### src/rtl/tearfree_rd.sv
module tearfree_rd #(
  parameter int ADDR_W = 32,
  parameter int BUDGET = 1000
) (
  input  logic              clk,
  input  logic              rst_n,
  input  logic              start,
  input  logic [ADDR_W-1:0] base_addr,
  output logic              busy,
  output logic              rd_req,
  output logic [ADDR_W-1:0] rd_addr,
  input  logic              rsp_vld,
  input  logic [31:0]       rsp_data,
  output logic              done,
  output logic              timed_out,
  output logic [63:0]       value
);
  localparam int CNT_W = $clog2(BUDGET + 1);
  localparam logic [CNT_W-1:0] LAST = CNT_W'(BUDGET - 1);

  typedef enum logic [1:0] {IDLE, ISSUE, AWAIT} st_e;
  typedef enum logic [1:0] {P_HI1, P_LO, P_HI2} step_e;

  st_e               st;
  step_e             step;
  logic [ADDR_W-1:0] base_q;
  logic [31:0]       hi_q, lo_q;
  logic [CNT_W-1:0]  tries;

  assign busy    = (st != IDLE);
  assign rd_req  = (st == ISSUE);
  assign rd_addr = (step == P_LO) ? base_q : base_q + ADDR_W'(4);

  always_ff @(posedge clk or negedge rst_n) begin
    if (!rst_n) begin
      st        <= IDLE;
      step      <= P_HI1;
      base_q    <= '0;
      hi_q      <= '0;
      lo_q      <= '0;
      tries     <= '0;
      done      <= 1'b0;
      timed_out <= 1'b0;
      value     <= '0;
    end else begin
      done      <= 1'b0;
      timed_out <= 1'b0;
      case (st)
        IDLE: if (start) begin
          base_q <= base_addr;
          tries  <= '0;
          step   <= P_HI1;
          st     <= ISSUE;
        end
        ISSUE: st <= AWAIT;
        AWAIT: if (rsp_vld) begin
          case (step)
            P_HI1: begin
              hi_q <= rsp_data;
              step <= P_LO;
              st   <= ISSUE;
            end
            P_LO: begin
              lo_q <= rsp_data;
              step <= P_HI2;
              st   <= ISSUE;
            end
            default: begin
              if (rsp_data == hi_q) begin
                value <= {hi_q, lo_q};
                done  <= 1'b1;
                st    <= IDLE;
              end else if (tries == LAST) begin
                value     <= '0;
                done      <= 1'b1;
                timed_out <= 1'b1;
                st        <= IDLE;
              end else begin
                tries <= tries + 1'b1;
                step  <= P_HI1;
                st    <= ISSUE;
              end
            end
          endcase
        end
        default: st <= IDLE;
      endcase
    end
  end
endmodule

### config.mk
export PLATFORM = sky130hd
export DESIGN_NAME = tearfree_rd
export DESIGN_NICKNAME = d
export VERILOG_FILES = /design/src/rtl/tearfree_rd.sv
export SDC_FILE = /design/constraint.sdc
export NUM_CORES = 1
export LEC_CHECK = 0
export BUFFER_PORTS_ARGS = -buffer_cell sky130_fd_sc_hd__clkbuf_2
export CAP_MARGIN = 20
export CORE_MARGIN = 2
export CORE_UTILIZATION = 45
export DETAILED_ROUTE_END_ITERATION = 7
export GPL_TIMING_DRIVEN = 0
export PLACE_DENSITY = 0.78
export SYNTH_ARGS = -nofsm -noshare
export SYNTH_HDL_FRONTEND = slang
export SYNTH_SLANG_ARGS = --single-unit
### constraint.sdc
create_clock -name clk -period 4.3 [get_ports clk]
set_clock_uncertainty 0.05 [all_clocks]
set_input_delay 0.86 -clock clk [delete_from_list [all_inputs] [get_ports clk]]
set_output_delay 0.86 -clock clk [all_outputs]
set_load 0.05 [all_outputs]
==> results of run 1 <==
==> area by class of cell <==
class | count | area (µm²) | area share (%)
Tap cell | 220 | 275 | 2.95
Timing Repair Buffer | 168 | 872 | 9.33
Inverter | 10 | 37.5 | 0.402
Clock buffer | 22 | 454 | 4.86
Sequential cell | 176 | 4400 | 47.1
Clock inverter | 10 | 82.6 | 0.884
Buffer | 36 | 206 | 2.21
Multi-Input combinational cell | 422 | 3010 | 32.2
==> metrics by stage <==
step	setup TNS [ns]	setup WS, ns	utilization [%]
after floorplan	0	0.952	-
after global placement	-168.80	-0.975	52.9
after detailed placement	0	1.07	53.1
after CTS	0	0.611	56.3
after global routing	0	0.430	56.3
final	0	0.580	56.3
==> sequential cells by signal, indices dropped and copies added (netlist names) <==
name	count
timed_out	1
lo_q	32
value	64
tries	10
done	1
base_q	32
st	2
step	2
hi_q	32
==> cells in the final DEF (no fill, tap or decap), types with 5 or more instances in the layout <==
master,count
a22o_1,64
and3_1,7
buf_2,15
buf_6,5
clkbuf_1,16
clkbuf_16,17
clkbuf_2,166
clkinv_4,6
dfrtp_1,176
inv_1,9
mux2_1,55
mux2_2,10
nand2_1,118
nand3_1,16
nand4_1,11
nor2_1,17
nor3_1,6
nor4_1,8
o311a_1,5
xnor2_1,19
xor2_1,42
==> cell families (layout without fill, tap and decap cells) <==
logic type / after synthesis / after routing / synth area share [%]
compound gates: 91 / 91 / 10.1
xor+xnor: 61 / 61 / 6.98
flops: 176 / 176 / 57.5
simple gates: 201 / 201 / 12.1
mux: 67 / 67 / 9.82
buf+inv: 46 / 246 / 3.19
fa+ha+maj: 2 / 2 / 0.327
==> worst max-delay path, cell delays in order, from the launching register on <==
cell,delay (ns)
dfrtp_1,0.32
buf_2,0.18
nand2b_1,0.12
buf_4,0.16
nand4_2,0.25
nor4_4,0.40
nand3_1,0.25
nor2_1,0.17
xor2_1,0.22
clkbuf_2,0.32
==> layer usage <==
metal	wire [µm]	vias to the layer above	GRT usage [%]
met5	0	-	0
li1	-	2644	-
met3	1070	33	5.78
met2	9030	168	32.6
met4	471	0	8.07
met1	7870	2837	28.1
==> worst min path at each step <==
| stage | startpoint | endpoint | cells past startpoint |
|---|---|---|---|
| 3_5_place_dp | lo_q[16]$_DFFE_PN0P_ | lo_q[16]$_DFFE_PN0P_ | 1 |
| 3_3_place_gp | base_q[1]$_DFFE_PN0P_ | base_q[1]$_DFFE_PN0P_ | 2 |
| 4_1_cts | rst_n | value[21]$_DFFE_PN0P_ | 1 |
| 5_1_grt | lo_q[20]$_DFFE_PN0P_ | lo_q[20]$_DFFE_PN0P_ | 1 |
| 6_report | rst_n | lo_q[13]$_DFFE_PN0P_ | 1 |
| 2_1_floorplan | base_q[0]$_DFFE_PN0P_ | base_q[0]$_DFFE_PN0P_ | 2 |
==> power groups by stage <==
stage | clock [mW] | sequential, mW | combinational (mW)
3_5_place_dp | 0 | 2.56 | 1.92
6_report | 1.42 | 2.53 | 1.91
4_1_cts | 1.44 | 2.53 | 1.93
5_1_grt | 1.51 | 2.61 | 2.06
2_1_floorplan | 0 | 2.46 | 1.46
3_3_place_gp | 0 | 2.52 | 1.88
==> metrics, run 1 <==
Initial Util 46.2%; Syn Std Cell Area 7660 µm²; die area about 18000 µm²; Die Ht 134 µm; Slew @ Worst Pin 0.645 ns; DRT antenna net count 0; CTS Buf Count 17; crit path launch type register; DRC errors left 0; Synth top cells by count dfrtp_1 (176), nand2_1 (118), a22o_1 (64), mux2_1 (55), xor2_1 (42); switching pwr 2.33 mW; worst path required time 3.39 ns; Layout Area Growth over Synthesis 22.0%; Placer Congestion 0.819; most common cell in the synthesized netlist dfrtp_1; syn_area_per_cell 11.9 µm²; reg-to-reg endpoint value[21]$_DFFE_PN0P_; placed cell count ~1000; Worst setup EP type output pin; syn_nets 714; vias in the first global route 5628; DP Area roughly 8800 µm²; gr usage total 20.9%; Max clock buf depth 2; Final HPWL DP ~13 mm; R2R Path Start hi_q[6]$_DFFE_PN0P_; CTS Hold Bufs 0; Worst Hold Margin 0.413 ns; Synth top area share 57.5%; CTS tree done; IO Pins ~170; CORE AREA 16600 µm²; chip width 134 µm; final hold vios 0; sequential power share 43.2%; setup bufs post-CTS 0; Tcrit/Tclk final 86.5%; CTS Root Cell clkbuf_16; Iteration-0 DRC Markers 315; CTS sink cnt between 150 and 200; fmax 269 MHz; Yosys reg bits around 180; Pins Over Slew Limit 0; Worst-path clk slew 0.07 ns; CP max FO 10; VDD IR-drop max 0.352 mV; Fill cells between 1000 and 1500; Internal roughly 3.5 mW; Hold WC Path Type in -> async; gate count of the mapped netlist 644; Post-synth ARST share 100%; Logic pwr share approximately 33%; Finished Layout Cells 1064; Resized cells post-CTS 0; synth warn 0; sequential cell area fraction in the yosys report 57.5%; cell taking the most area after synthesis dfrtp_1; total of max-cap violations 0; DR pass1 iterations 4; input/output buffers between 150 and 200; total wire length 18.5 mm; via count 5682; post-synthesis cell type count 47; grt ovf 0; initial antenna violation count 1; CP arrival between 2 and 3 ns; Critical Path Source step[1]$_DFFE_PN0P_; largest cells by area after synthesis dfrtp_1 (58%), mux2_1 (8.1%), a22o_1 (7.3%); Synth Flop Type dfrtp_1; H-tree depth 4; pin count of the biggest net entering global routing just under 100; Avg WL per Cell 17.3 µm; R2R cell count 6; crit path time final 3.72 ns; Placement Rows 47; slack of the worst reg-to-reg path 1.75 ns; Slew HR 56.7%; number of diodes 0; Net Sw Frac 39.7%; Final #Nets approximately 900; Setup CP Type reg -> out; Final Cell Area 9340 µm²; RSZ-0062 raised after global routing false; vias per inst about 5.3; Clk Latency, worst-skew pair roughly 0.42 ns; EDFF count, synth 0; outcome finished, final reports clean; first-pass GRT wire length 29.3 mm; Tot Pwr 5.87 mW; clock group share of total power 24.2%; PD cells 628 nW/µm²; layout cells sized above 1 28.1%; worst setup path end rd_addr[29]; Pleak 4.75 nW; Final setup violation count 0
Power figures use the tool's default switching activity.
==> run 2: changes to the inputs <==
==> config.mk (replaced) <==
export PLATFORM = sky130hd
export DESIGN_NAME = tearfree_rd
export DESIGN_NICKNAME = d
export VERILOG_FILES = /design/src/rtl/tearfree_rd.sv
export SDC_FILE = /design/constraint.sdc
export NUM_CORES = 1
export LEC_CHECK = 0
export CAP_MARGIN = 20
export CORE_MARGIN = 2
export CORE_UTILIZATION = 45
export CTS_BUF_LIST = sky130_fd_sc_hd__clkbuf_4 sky130_fd_sc_hd__clkbuf_8
export DETAILED_ROUTE_END_ITERATION = 7
export DONT_BUFFER_PORTS = 1
export GPL_TIMING_DRIVEN = 0
export PLACE_DENSITY = 0.7
export SYNTH_ARGS = -nofsm -noshare
export SYNTH_HDL_FRONTEND = slang
export SYNTH_SLANG_ARGS = --single-unit
==> run 2 against run 1 <==
  * Fmax down 9.3%
  * First-iteration DRC count fell by 20%
  * Largest power group unchanged
  * Largest cell class unchanged
  * Core utilization fell by 5.8 points
  * Sequential share of layout area is 5.4 points higher
==> metrics, run 2 (synthesis results as in run 1) <==
CTS tree done; DRC errors left 0; CTS Buf Count 17; Avg WL per Cell 20.0 µm; first-pass GRT wire length 28.4 mm; CP max-delay cell xnor2_1; GR Util met2 32.0%; sequential power share 47.2%; total of max-cap violations 0; most frequent cells in the layout dfrtp_1 (176), nand2_1 (118), a22o_1 (64), mux2_1 (55), xor2_1 (42); final hold vios 0; Placer Congestion around 0.85; Internal 3.16 mW; DP Area 7930 µm²; Worst Hold Margin 0.0446 ns; Iteration-0 DRC Markers 253; Clk Latency, worst-skew pair 0.46 ns; Max clock buf depth 2; pin count of the biggest net entering global routing 177; CP max stage delay 0.86 ns; DRT antenna net count 0; DR pass1 iterations 5; Logic pwr share between 30% and 40%; initial antenna violation count 0; Layout Area Growth over Synthesis 9.39%; RSZ-0062 raised after global routing false; fmax between 200 and 250 MHz; Worst setup EP type output pin; vias per inst 5.64; CORE AREA 16600 µm²; Pleak between 3 and 4 nW; clock group share of total power 21.4%; global-route met1 utilization 25.5%; placed cell count 864; switching pwr 2.22 mW; total wire length 17.9 mm; Hold WC Path Type in -> async; Worst-path clk slew 0.10 ns; Slew @ Worst Pin 1.17 ns; worst path required time around 3.4 ns; vias in the first global route roughly 5200; PD cells 642 nW/µm²; outcome finished, final reports clean; Tcrit/Tclk final a little over nine tenths; gr usage total 20.3%; Final WS setup 0.199 ns; VDD IR-drop max 0.330 mV; setup bufs post-CTS 0; IO Pins 168; Setup CP Type reg -> out; Post-Place Setup Slack 0.632 ns; layout cells sized above 1 11.2%; Initial Util a little under half; CP Cell Sequence buf_2 -> nand2b_1 -> buf_4 -> nand3_1 -> or3_1 -> clkbuf_1 -> nor2_1 -> nand2_1 -> xnor2_1; Pins Over Slew Limit 0; grt peak-use layer met2; Most flops, register value; H-tree depth 4; Net Sw Frac around 40%; met3 GRT Util 8.56%; Worst Path Buf+Inv 3; Final Cell Area between 8000 and 9000 µm²; number of diodes 0; TNS Setup 0 ns; Tot Pwr 5.38 mW; top cell family by delay on the critical path simple AND/OR/NAND/NOR gates; Finished Layout Cells 898; input/output buffers 0; CP max FO 10; Final setup violation count 0; grt ovf 0; chip width between 100 and 150 µm; max reg flops 64; die area ~18000 µm²; crit path time final 4.10 ns; Final HPWL DP 12.8 mm; crit path launch type register; Placement Rows 47; final core utilization approximately half; commonest non-fill, non-tap cell in the layout dfrtp_1; Die Ht 134 µm; CTS sink cnt 176; CTS Root Cell clkbuf_8; via count 5068; CP arrival around 3.2 ns; Final #Nets ~740; Slew HR 21.4%
run 2: cell count changes in the layout (fill, tap and decap cells not counted), sizes merged:
cell and delta:
dlygate4sd3 +2, bufinv +1, buf -1, clkbuf -170
inv +7, clkinv -5
run 2: what timing repair did:
| item | CTS | global route |
|---|---|---|
| gates resized for setup | 0 | 3 |
| setup endpoints to repair | 0 | 3 |
| hold buffers | 0 | 2 |
| endpoints found under the hold margin | 0 | 3 |
run 2: path summary, 6_finish.rpt:
check	startpoint	end	slack, ns	depth (start not counted)
worst max-delay path	step[1]$_DFFE_PN0P_	rd_addr[18]	0.20	9
worst min-delay path	rst_n	lo_q[12]$_DFFE_PN0P_	0.04	0
worst max register to register	hi_q[5]$_DFFE_PN0P_	value[40]$_DFFE_PN0P_	1.74	6
worst min register to register	lo_q[4]$_DFFE_PN0P_	value[4]$_DFFE_PN0P_	0.44	1
max in group asynchronous	rst_n	value[13]$_DFFE_PN0P_	2.83	1
min in group clk	lo_q[4]$_DFFE_PN0P_	value[4]$_DFFE_PN0P_	0.44	1
run 2: cell type report:
cell class / instances / area (µm²)
clock buffers: 19 / 262
flip-flops and latches: 176 / 4400
multi-input cells: 422 / 3030
well taps: 220 / 275
inverters: 10 / 37.5
fillers: 1448 / 8210
repair buffers: 2 / 20.0
clock inverters: 13 / 140
plain buffers: 36 / 206
run 2: layer usage:
layer / vias up / wire length, µm
li1: 2308 / -
met1: 2558 / 7680
met2: 181 / 8280
met3: 21 / 1670
met4: 0 / 312
met5: - / 0
run 2: worst reg2reg max path, stage by stage (launching register included):
cell	delay (ns)
dfrtp_1	0.41
xor2_1	0.18
nor4_1	0.31
nand4_1	0.31
nor3_2	0.67
buf_2	0.38
a22o_1	0.18
run 2: power by group through the flow:
stage / sequential, mW / clock (mW) / combinational (mW)
CTS: 2.53 / 1.19 / 1.70
global route: 2.61 / 1.26 / 1.83
floorplan: 2.46 / 0 / 1.46
global placement: 2.52 / 0 / 1.65
finish: 2.54 / 1.15 / 1.69
detailed placement: 2.56 / 0 / 1.69
==> run 3: changes to the inputs <==
==> constraint.sdc (replaced) <==
create_clock -name clk -period 5.3 [get_ports clk]
set_clock_uncertainty 0.05 [all_clocks]
set_input_delay 1.06 -clock clk [delete_from_list [all_inputs] [get_ports clk]]
set_output_delay 1.06 -clock clk [all_outputs]
set_load 0.05 [all_outputs]
==> run 3 against run 2 <==
  * Core utilization is 0.26 points lower
  * Worst setup slack better by 0.74 ns
  * Non-clock buffer count is 2 lower
  * Critical path depth stayed put
  * Via count is 0.28% lower
  * Flip-flop and latch count stayed put
  * Sequential power is 19% lower
  * Global-route usage stayed put
  * Clock power is 19% lower
  * First-iteration DRC count is 1.6% lower
  * Critical path type unchanged
  * Critical endpoint is now rd_addr[22]
  * Largest cell class unchanged
==> metrics, run 3 (synthesis results as in run 1) <==
vias in the first global route approximately 5200; DRT antenna net count 0; CP arrival 3.25 ns; CTS Hold Bufs 0; Pins Over Slew Limit 0; input/output buffers 0; Placer Congestion ~0.85; RSZ-0062 raised after global routing false; vias per inst 5.64; crit path launch type register; H-tree depth 4; Layout Area Growth over Synthesis 8.84%; Worst setup EP type output pin; fmax roughly 230 MHz; Resized cells post-CTS 0; top cell family by delay on the critical path simple AND/OR/NAND/NOR gates; die area 18100 µm²; crit path time final 4.36 ns; CP Cell Sequence buf_2 -> nand2b_1 -> buf_4 -> nand3_1 -> or3_1 -> clkbuf_1 -> nor2_1 -> nand3_1 -> xnor2_1; chip width 134 µm; met3 routed WL ~1.7 mm; Worst Path Buf+Inv 3; PD cells 522 nW/µm²; Most flops, register value; Iteration-0 DRC Markers about 250; Slew @ Worst Pin 1.17 ns; IO Pins 168; first-pass GRT wire length 28.4 mm; Pleak between 3 and 4 nW; Finished Layout Cells 896; Die Ht 134 µm; Placement Rows 47; initial antenna violation count 0; Max clock buf depth 2; worst path required time 4.19 ns; Initial Util approximately 46%; CP max-delay cell xnor2_1; Final #Nets between 700 and 800; number of diodes 0; cell mode on critical path nand3_1; Slew HR a little over a fifth; total wire length 17.7 mm; Top Metal Used met4; most frequent cells in the layout dfrtp_1 (176), nand2_1 (118), a22o_1 (64), mux2_1 (55), xor2_1 (42); CP max stage delay 0.90 ns; CTS Buf Count 17; CP max FO 10; DRC errors left 0; placed cell count approximately 860; grt ovf 0; met2 wire length 8.31 mm; setup bufs post-CTS 0; Final HPWL DP 12.8 mm; Clk Latency, worst-skew pair 0.46 ns; CORE AREA 16600 µm²; pin count of the biggest net entering global routing 177; Final setup violation count 0; Worst-path clk slew 0.09 ns; Setup CP Type reg -> out; Tcrit/Tclk final 82.4%; CTS Root Cell clkbuf_8; met1 wire length 7.44 mm; CTS sink cnt 176; layout cells sized above 1 10.8%; TNS Setup 0 ns; total of max-cap violations 0; max reg flops 64; DR pass1 iterations 4; final hold vios 0; Hold WC Path Type in -> async; CTS tree done; commonest non-fill, non-tap cell in the layout dfrtp_1; Avg WL per Cell 19.8 µm; outcome finished, final reports clean; via count 5054; VDD IR-drop max 0.266 mV; gr usage total 20.3%
==> run 3: cell count changes in the layout (fill, tap and decap cells not counted), sizes merged <==
cell         delta
dlygate4sd3     -2
==> run 3: final timing paths <==
path | startpoint | to | slack [ns] | depth (start not counted)
min reg2reg | lo_q[4]$_DFFE_PN0P_ | value[4]$_DFFE_PN0P_ | 0.44 | 1
max reg2reg | hi_q[14]$_DFFE_PN0P_ | value[40]$_DFFE_PN0P_ | 2.75 | 6
max | step[1]$_DFFE_PN0P_ | rd_addr[22] | 0.94 | 9
min | rst_n | base_q[18]$_DFFE_PN0P_ | 0.25 | 0
max in group asynchronous | rst_n | step[1]$_DFFE_PN0P_ | 4.72 | 0
min in group clk | lo_q[4]$_DFFE_PN0P_ | value[4]$_DFFE_PN0P_ | 0.44 | 1
==> run 3: layout make-up <==
cell class / count / area [µm²]
Fill cell: 1455 / 8250
Tap cell: 220 / 275
Multi-Input combinational cell: 422 / 3010
Buffer: 36 / 206
Clock buffer: 19 / 262
Inverter: 10 / 37.5
Sequential cell: 176 / 4400
Clock inverter: 13 / 140
==> run 3: worst reg2reg max path, cell delays in order (launching register included) <==
cell and delay, ns:
dfrtp_1 0.42, xor2_1 0.15, nor4_1 0.40, nand4_1 0.27, nor3_2 0.64, buf_2 0.38
a22o_1 0.18
==> run 3: metal layers <==
metal	vias up	GRT usage (%)
met4	0	6.43
met5	-	0
met3	23	8.56
met2	184	32.0
li1	2304	-
met1	2543	25.5
==> run 3: power breakdown <==
part	switching (mW)	internal, mW
Combinational	0.944	0.417
Sequential	0.329	1.72
Clock	0.520	0.415
Total	1.79	2.56
==> run 3: through the flow <==
step / util [%] / worst slack (ns) / hold slack [ns] / instance area [µm²] / power (mW)
after global routing: 50.3 / 0.737 / 0.196 / 8340 / 4.60
after floorplan: - / 1.75 / 0.397 / 7660 / 3.18
after detailed placement: 47.8 / 1.43 / 0.420 / 7930 / 3.45
after CTS: 50.3 / 0.918 / 0.212 / 8340 / 4.39
final: 50.3 / 0.935 / 0.246 / 8340 / 4.35
after global placement: 47.8 / 1.45 / 0.411 / 7930 / 3.38
